<file path="src/rtl/mxb_pkg.sv">
package mxb_pkg;
    typedef enum logic [1:0] {
        FILL_HIT   = 2'd0,
        FILL_FREE  = 2'd1,
        FILL_EVICT = 2'd2
    } fill_kind_e;
endpackage

</file>
<file path="src/rtl/mxb_match.sv">
module mxb_match #(
    parameter int N  = 16,
    parameter int TW = 16
) (
    input  logic [N-1:0]         vld,
    input  logic [N-1:0][TW-1:0] tags,
    input  logic [TW-1:0]        key,
    output logic [N-1:0]         hit
);
    for (genvar i = 0; i < N; i++) begin : g_cmp
        assign hit[i] = vld[i] && (tags[i] == key);
    end
endmodule

</file>
<file path="src/rtl/mxb_slot_pick.sv">
module mxb_slot_pick #(
    parameter int N  = 16,
    parameter int IW = 4
) (
    input  logic [N-1:0]          match,
    input  logic [N-1:0]          vld,
    input  logic [IW-1:0]         rr,
    output logic [IW-1:0]         idx,
    output mxb_pkg::fill_kind_e   kind
);
    always_comb begin
        idx  = rr;
        kind = mxb_pkg::FILL_EVICT;
        for (int i = N - 1; i >= 0; i--) begin
            if (!vld[i]) begin
                idx  = IW'(i);
                kind = mxb_pkg::FILL_FREE;
            end
        end
        for (int i = 0; i < N; i++) begin
            if (match[i]) begin
                idx  = IW'(i);
                kind = mxb_pkg::FILL_HIT;
            end
        end
    end
endmodule

</file>
<file path="src/rtl/mxb_addr_gen.sv">
module mxb_addr_gen #(
    parameter int N            = 16,
    parameter int AW           = 32,
    parameter int REGION_SHIFT = 16,
    parameter int GRAN_SHIFT   = 2
) (
    input  logic [N-1:0]               sel,
    input  logic [N-1:0][AW-1:0]       bases,
    input  logic [REGION_SHIFT-1:0]    off,
    output logic [AW-1:0]              maddr
);
    logic [AW-1:0] base_sel;
    logic [REGION_SHIFT-1:0] scaled;

    always_comb begin
        base_sel = '0;
        for (int i = 0; i < N; i++) begin
            if (sel[i]) base_sel = base_sel | bases[i];
        end
        scaled = off >> GRAN_SHIFT;
        maddr  = base_sel + AW'(scaled);
    end
endmodule

</file>
<file path="src/rtl/meta_xlat_buf.sv">
module meta_xlat_buf #(
    parameter int N            = 16,
    parameter int AW           = 32,
    parameter int REGION_SHIFT = 16,
    parameter int GRAN_SHIFT   = 2
) (
    input  logic                        clk,
    input  logic                        rst_n,
    input  logic                        lk_en,
    input  logic [AW-1:0]               lk_addr,
    output logic                        lk_hit,
    output logic                        lk_miss,
    output logic [AW-1:0]               lk_maddr,
    input  logic                        fill_en,
    input  logic [AW-REGION_SHIFT-1:0]  fill_region,
    input  logic [AW-1:0]               fill_base,
    input  logic                        inv_en,
    input  logic [AW-REGION_SHIFT-1:0]  inv_region,
    input  logic                        flush
);
    localparam int TW = AW - REGION_SHIFT;
    localparam int IW = (N > 1) ? $clog2(N) : 1;

    typedef struct packed {
        logic [N-1:0]         vld;
        logic [N-1:0][TW-1:0] tag;
        logic [N-1:0][AW-1:0] base;
        logic [IW-1:0]        rr;
    } state_t;

    state_t state_q, state_d;

    logic [N-1:0]        lk_match;
    logic [N-1:0]        fill_match;
    logic [N-1:0]        inv_match;
    logic [IW-1:0]       fill_idx;
    mxb_pkg::fill_kind_e fill_kind;
    logic [AW-1:0]       comp_addr;

    mxb_match #(.N(N), .TW(TW)) u_lk_match (
        .vld(state_q.vld), .tags(state_q.tag),
        .key(lk_addr[AW-1:REGION_SHIFT]), .hit(lk_match)
    );

    mxb_match #(.N(N), .TW(TW)) u_fill_match (
        .vld(state_q.vld), .tags(state_q.tag),
        .key(fill_region), .hit(fill_match)
    );

    mxb_match #(.N(N), .TW(TW)) u_inv_match (
        .vld(state_q.vld), .tags(state_q.tag),
        .key(inv_region), .hit(inv_match)
    );

    mxb_slot_pick #(.N(N), .IW(IW)) u_pick (
        .match(fill_match), .vld(state_q.vld), .rr(state_q.rr),
        .idx(fill_idx), .kind(fill_kind)
    );

    mxb_addr_gen #(
        .N(N), .AW(AW), .REGION_SHIFT(REGION_SHIFT), .GRAN_SHIFT(GRAN_SHIFT)
    ) u_addr (
        .sel(lk_match), .bases(state_q.base),
        .off(lk_addr[REGION_SHIFT-1:0]), .maddr(comp_addr)
    );

    always_comb begin
        lk_hit   = lk_en && (|lk_match);
        lk_miss  = lk_en && !(|lk_match);
        lk_maddr = lk_hit ? comp_addr : '0;
    end

    always_comb begin
        state_d = state_q;
        if (inv_en) begin
            state_d.vld = state_q.vld & ~inv_match;
        end
        if (fill_en) begin
            state_d.vld[fill_idx]  = 1'b1;
            state_d.tag[fill_idx]  = fill_region;
            state_d.base[fill_idx] = fill_base;
            if (fill_kind == mxb_pkg::FILL_EVICT) begin
                state_d.rr = (state_q.rr == IW'(N - 1)) ? '0 : state_q.rr + 1'b1;
            end
        end
        if (flush) begin
            state_d.vld = '0;
            state_d.rr  = '0;
        end
    end

    always_ff @(posedge clk) begin
        if (!rst_n) begin
            state_q.vld  <= '0;
            state_q.rr   <= '0;
            state_q.tag  <= '0;
            state_q.base <= '0;
        end else begin
            state_q <= state_d;
        end
    end
endmodule

</file>
<file path="config.mk">
export PLATFORM = sky130hd
export DESIGN_NAME = meta_xlat_buf
export DESIGN_NICKNAME = d
export VERILOG_FILES = /design/src/rtl/mxb_pkg.sv /design/src/rtl/mxb_match.sv /design/src/rtl/mxb_slot_pick.sv /design/src/rtl/mxb_addr_gen.sv /design/src/rtl/meta_xlat_buf.sv
export SDC_FILE = /design/constraint.sdc
export NUM_CORES = 2
export LEC_CHECK = 0
export BUFFER_PORTS_ARGS = -buffer_cell sky130_fd_sc_hd__buf_2
export CORE_MARGIN = 1.5
export CORE_UTILIZATION = 45
export CTS_CLUSTER_DIAMETER = 80
export DETAILED_ROUTE_END_ITERATION = 10
export GPL_ROUTABILITY_DRIVEN = 1
export PLACE_DENSITY_LB_ADDON = 0.12
export RECOVER_POWER = 25
export SYNTH_ARGS = -nofsm -noshare
export SYNTH_HDL_FRONTEND = slang
export SYNTH_SLANG_ARGS = --single-unit
</file>
<file path="constraint.sdc">
create_clock -name clk -period 12.4 [get_ports clk]
set_input_delay 2.48 -clock clk [delete_from_list [all_inputs] [get_ports clk]]
set_output_delay 2.48 -clock clk [all_outputs]
set_load 0.02 [all_outputs]
</file>
==> metrics.md <==
| Metric | Value |
|---|---|
| Hold-fix buffers, CTS | `0` |
| Syn Inst Count | `4693` |
| CTS buffer count | `89` |
| Syn Nets | `between 4000 and 5000` |
| Die width | `310.4 µm` |
| Die ar. | `96360 µm²` |
| TritonRoute pass-1 iters | `5` |
| Max-Cap Viols | `3` |
| RSZ-0062 raised after global routing | `false` |
| F_max | `0.08764 GHz` |
| CTS sink cnt | `between 700 and 800` |
| Area of the core | `93470 µm²` |
| Grt total ovfl | `0` |
| DR vias | `35680` |
| Initial antenna violation count | `0` |
| Setup Fix Bufs, Post-CTS | `0` |
| DIE HEIGHT | `310.4 µm` |
| Worst clock skew | `0.04044 ns` |
| EDFF count, synth | `0` |
| Initial Util | `45.50%` |
| Vias in the first global route | `about 33000` |
| Pins Over Slew Limit | `62` |
| Primary FF master, synth | `dfxtp_1` |
| # diodes | `0` |
| Failing checks | `max-capacitance violations, max-slew violations` |
| Cell leakage power | `21.47 nW` |
| Status | `finished with violations` |
| I/O Buffers | `133` |
| FP Rows | `112` |
| Top post-synthesis cells by area | `dfxtp_1 (37%), mux2i_1 (18%), xnor2_1 (8.7%), nand2_1 (7.7%), xor2_1 (7.6%)` |
| Vias/cell | `6.005` |
| Worst Hold Class | `reg -> reg` |
| Initial drt markers | `4274` |
| Antenna-violating nets left | `0` |
| Yosys cell types | `65` |
| Setup_tns | `0 ns` |
| VDD IR max | `slightly below 0.0001 V` |
| Final setup violation count | `0` |
| Post-route clock period utilization | `92.01%` |
| DRC viols | `0` |
| First-pass GRT wire length | `about 240000 µm` |
| Least-Margin Pin Slew | `2.639 ns` |
| Endpoints failing hold | `0` |
| Crit path max fanout | `16` |
| CP Data Required Time | `9.92 ns` |
| TritonCTS clock tree | `yes` |
| Dominant cell type by area after synthesis | `dfxtp_1` |
| Detailed Place HPWL | `94960 µm` |
| Ys Warns | `0` |
| Async set-reset flop share out of synthesis | `0%` |
| Synth Register Bits | `788` |
| Max Root-Sink Buffers | `3` |
| Critical Path Sink Type | `primary output` |
| Final WL | `166800 µm` |
| Startpoint types | `primary input` |
| CP arrival | `~8.9 ns` |
| Worst-path clk slew | `roughly 0.060 ns` |
| Layout cells sized above 1 | `slightly above 9%` |
| Root Driver | `clkbuf_16` |
| Overall routing resource usage | `about a third` |
| Clock latency on the worst-skew pair | `0.69 ns` |
| Largest net degree at the start of global routing | `148` |
| RePlAce Congestion | `0.9356` |
| Synthesized area per cell | `slightly above 9 µm²` |
| Area fraction of the dominant cell type after synthesis | `37.09%` |
| Worst hold slack | `0.4582 ns` |
| Mapped cell area | `42530 µm²` |
| Sequential area share after synthesis | `37.09%` |
| Critical path type | `in -> out` |
| WL/cell | `about 28 µm` |
| Max-slew headroom at the worst pin | `-75.90%` |
| Final Net Count | `4743` |
| Area Overhead vs Synth | `9.721%` |
| H-Tree Depth | `3` |
| Cell area power density | `around 120 nW/µm²` |
| Final min period | `between 10 and 15 ns` |
| Resized cells post-CTS | `0` |
| I/O pin total | `136` |
final cells by class:
cell class / count / area [µm²]
Inverter: 12 / 45.04
Tap cell: 1254 / 1569
Timing Repair Buffer: 245 / 1540
Fill cell: 8919 / 46810
Multi-Input combinational cell: 3485 / 24750
Clock inverter: 32 / 427.9
Clock buffer: 126 / 2556
Sequential cell: 788 / 15780
path summary, 6_finish.rpt:
check	from	to	slack (ns)	cells after the start
worst min register to register	flop	flop	0.46	2
worst max-delay path	lk_addr[16]	lk_maddr[30]	0.99	21
worst max register to register	flop	flop	6.66	11
worst min-delay path	flop	flop	0.46	2
stage by stage:
| stage | util, % | cell area, µm² | worst slack (ns) | power, W | instances |
|---|---|---|---|---|---|
| 4_1_cts | 50.06 | 46790 | 1.082 | 0.005759 | 5942 |
| 3_3_place_gp | 46.87 | 43810 | 1.162 | 0.003045 | 5784 |
| 5_1_grt | 49.92 | 46660 | 0.5631 | 0.005891 | 5942 |
| 2_1_floorplan | - | 42530 | 2.146 | 0.002896 | 4693 |
| 6_report | 49.92 | 46660 | 0.9903 | 0.005756 | 5942 |
| 3_5_place_dp | 46.87 | 43810 | 1.105 | 0.003046 | 5784 |
cells in the mapped netlist (37+ instances only):
cell and number:
nand2_1 867, xor2_1 370, buf_4 54, nor4_1 109, buf_2 86, nand3_1 317
nand4_1 170, a221oi_1 57, mux2i_1 770, clkbuf_1 227, nor2_1 50, dfxtp_1 788
and2_1 37, xnor2_1 421, a22o_1 56
report_power, final:
| part | leakage, nW | switching (W) | internal, W |
|---|---|---|---|
| Combinational | 13.6 | 0.000324 | 0.000126 |
| Clock | 1.47 | 0.00116 | 0.00159 |
| Sequential | 6.35 | 0.0000132 | 0.00255 |
cell usage in the layout (no fill, tap or decap), types with 23 or more instances in the layout:
master / synthesis / routed
nand2_1: 867 / 872
nor2_1: 50 / 49
xor2_1: 370 / 370
and2_1: 37 / 34
nor4_1: 109 / 108
nand4_1: 170 / 170
nor3_1: 27 / 27
a22o_1: 56 / 56
a21oi_1: 36 / 36
xnor2_1: 421 / 421
clkbuf_16: 0 / 89
o21ai_0: 23 / 23
buf_2: 86 / 131
a221oi_1: 57 / 57
nand3_1: 317 / 317
dfxtp_1: 788 / 788
buf_4: 54 / 110
mux2i_1: 770 / 770
metal layers:
layer | GRT usage (%) | share of wire (%) | vias up
met2 | 50.70 | 43 | 1904
met3 | 7.669 | 10 | 410
li1 | - | - | 15950
met5 | 0 | 0 | -
met1 | 46.96 | 43 | 17420
met4 | 13.96 | 4.4 | 0
worst max-delay path, stage by stage:
cell,delay [ns]
buf_2,0.75
xnor2_1,0.20
nand4_1,0.20
nor4_4,0.46
and2_1,0.69
a22o_1,0.24
a221oi_1,0.06
nand4_1,0.23
ha_1,0.29
inv_1,0.08
fa_1,0.43
o21ai_0,0.35
a31oi_1,0.17
o21ai_0,0.45
a31oi_1,0.23
o31ai_1,0.44
and2_0,0.36
and3_1,0.32
nand3_1,0.10
a21oi_1,0.17
buf_2,0.19
logic make-up after synthesis:
| logic type | after synthesis | share of synthesized area [%] |
|---|---|---|
| and+or+nand+nor | 1668 | 18.72 |
| xor gates and xnor gates | 791 | 16.29 |
| DFF | 788 | 37.09 |
| muxes | 770 | 18.12 |
| buffers and inverters | 420 | 4.966 |
| AOI/OAI and AO/OA | 236 | 4.201 |
| adders and majority gates | 20 | 0.6061 |
No activity file was read; power rests on OpenSTA's default activity.
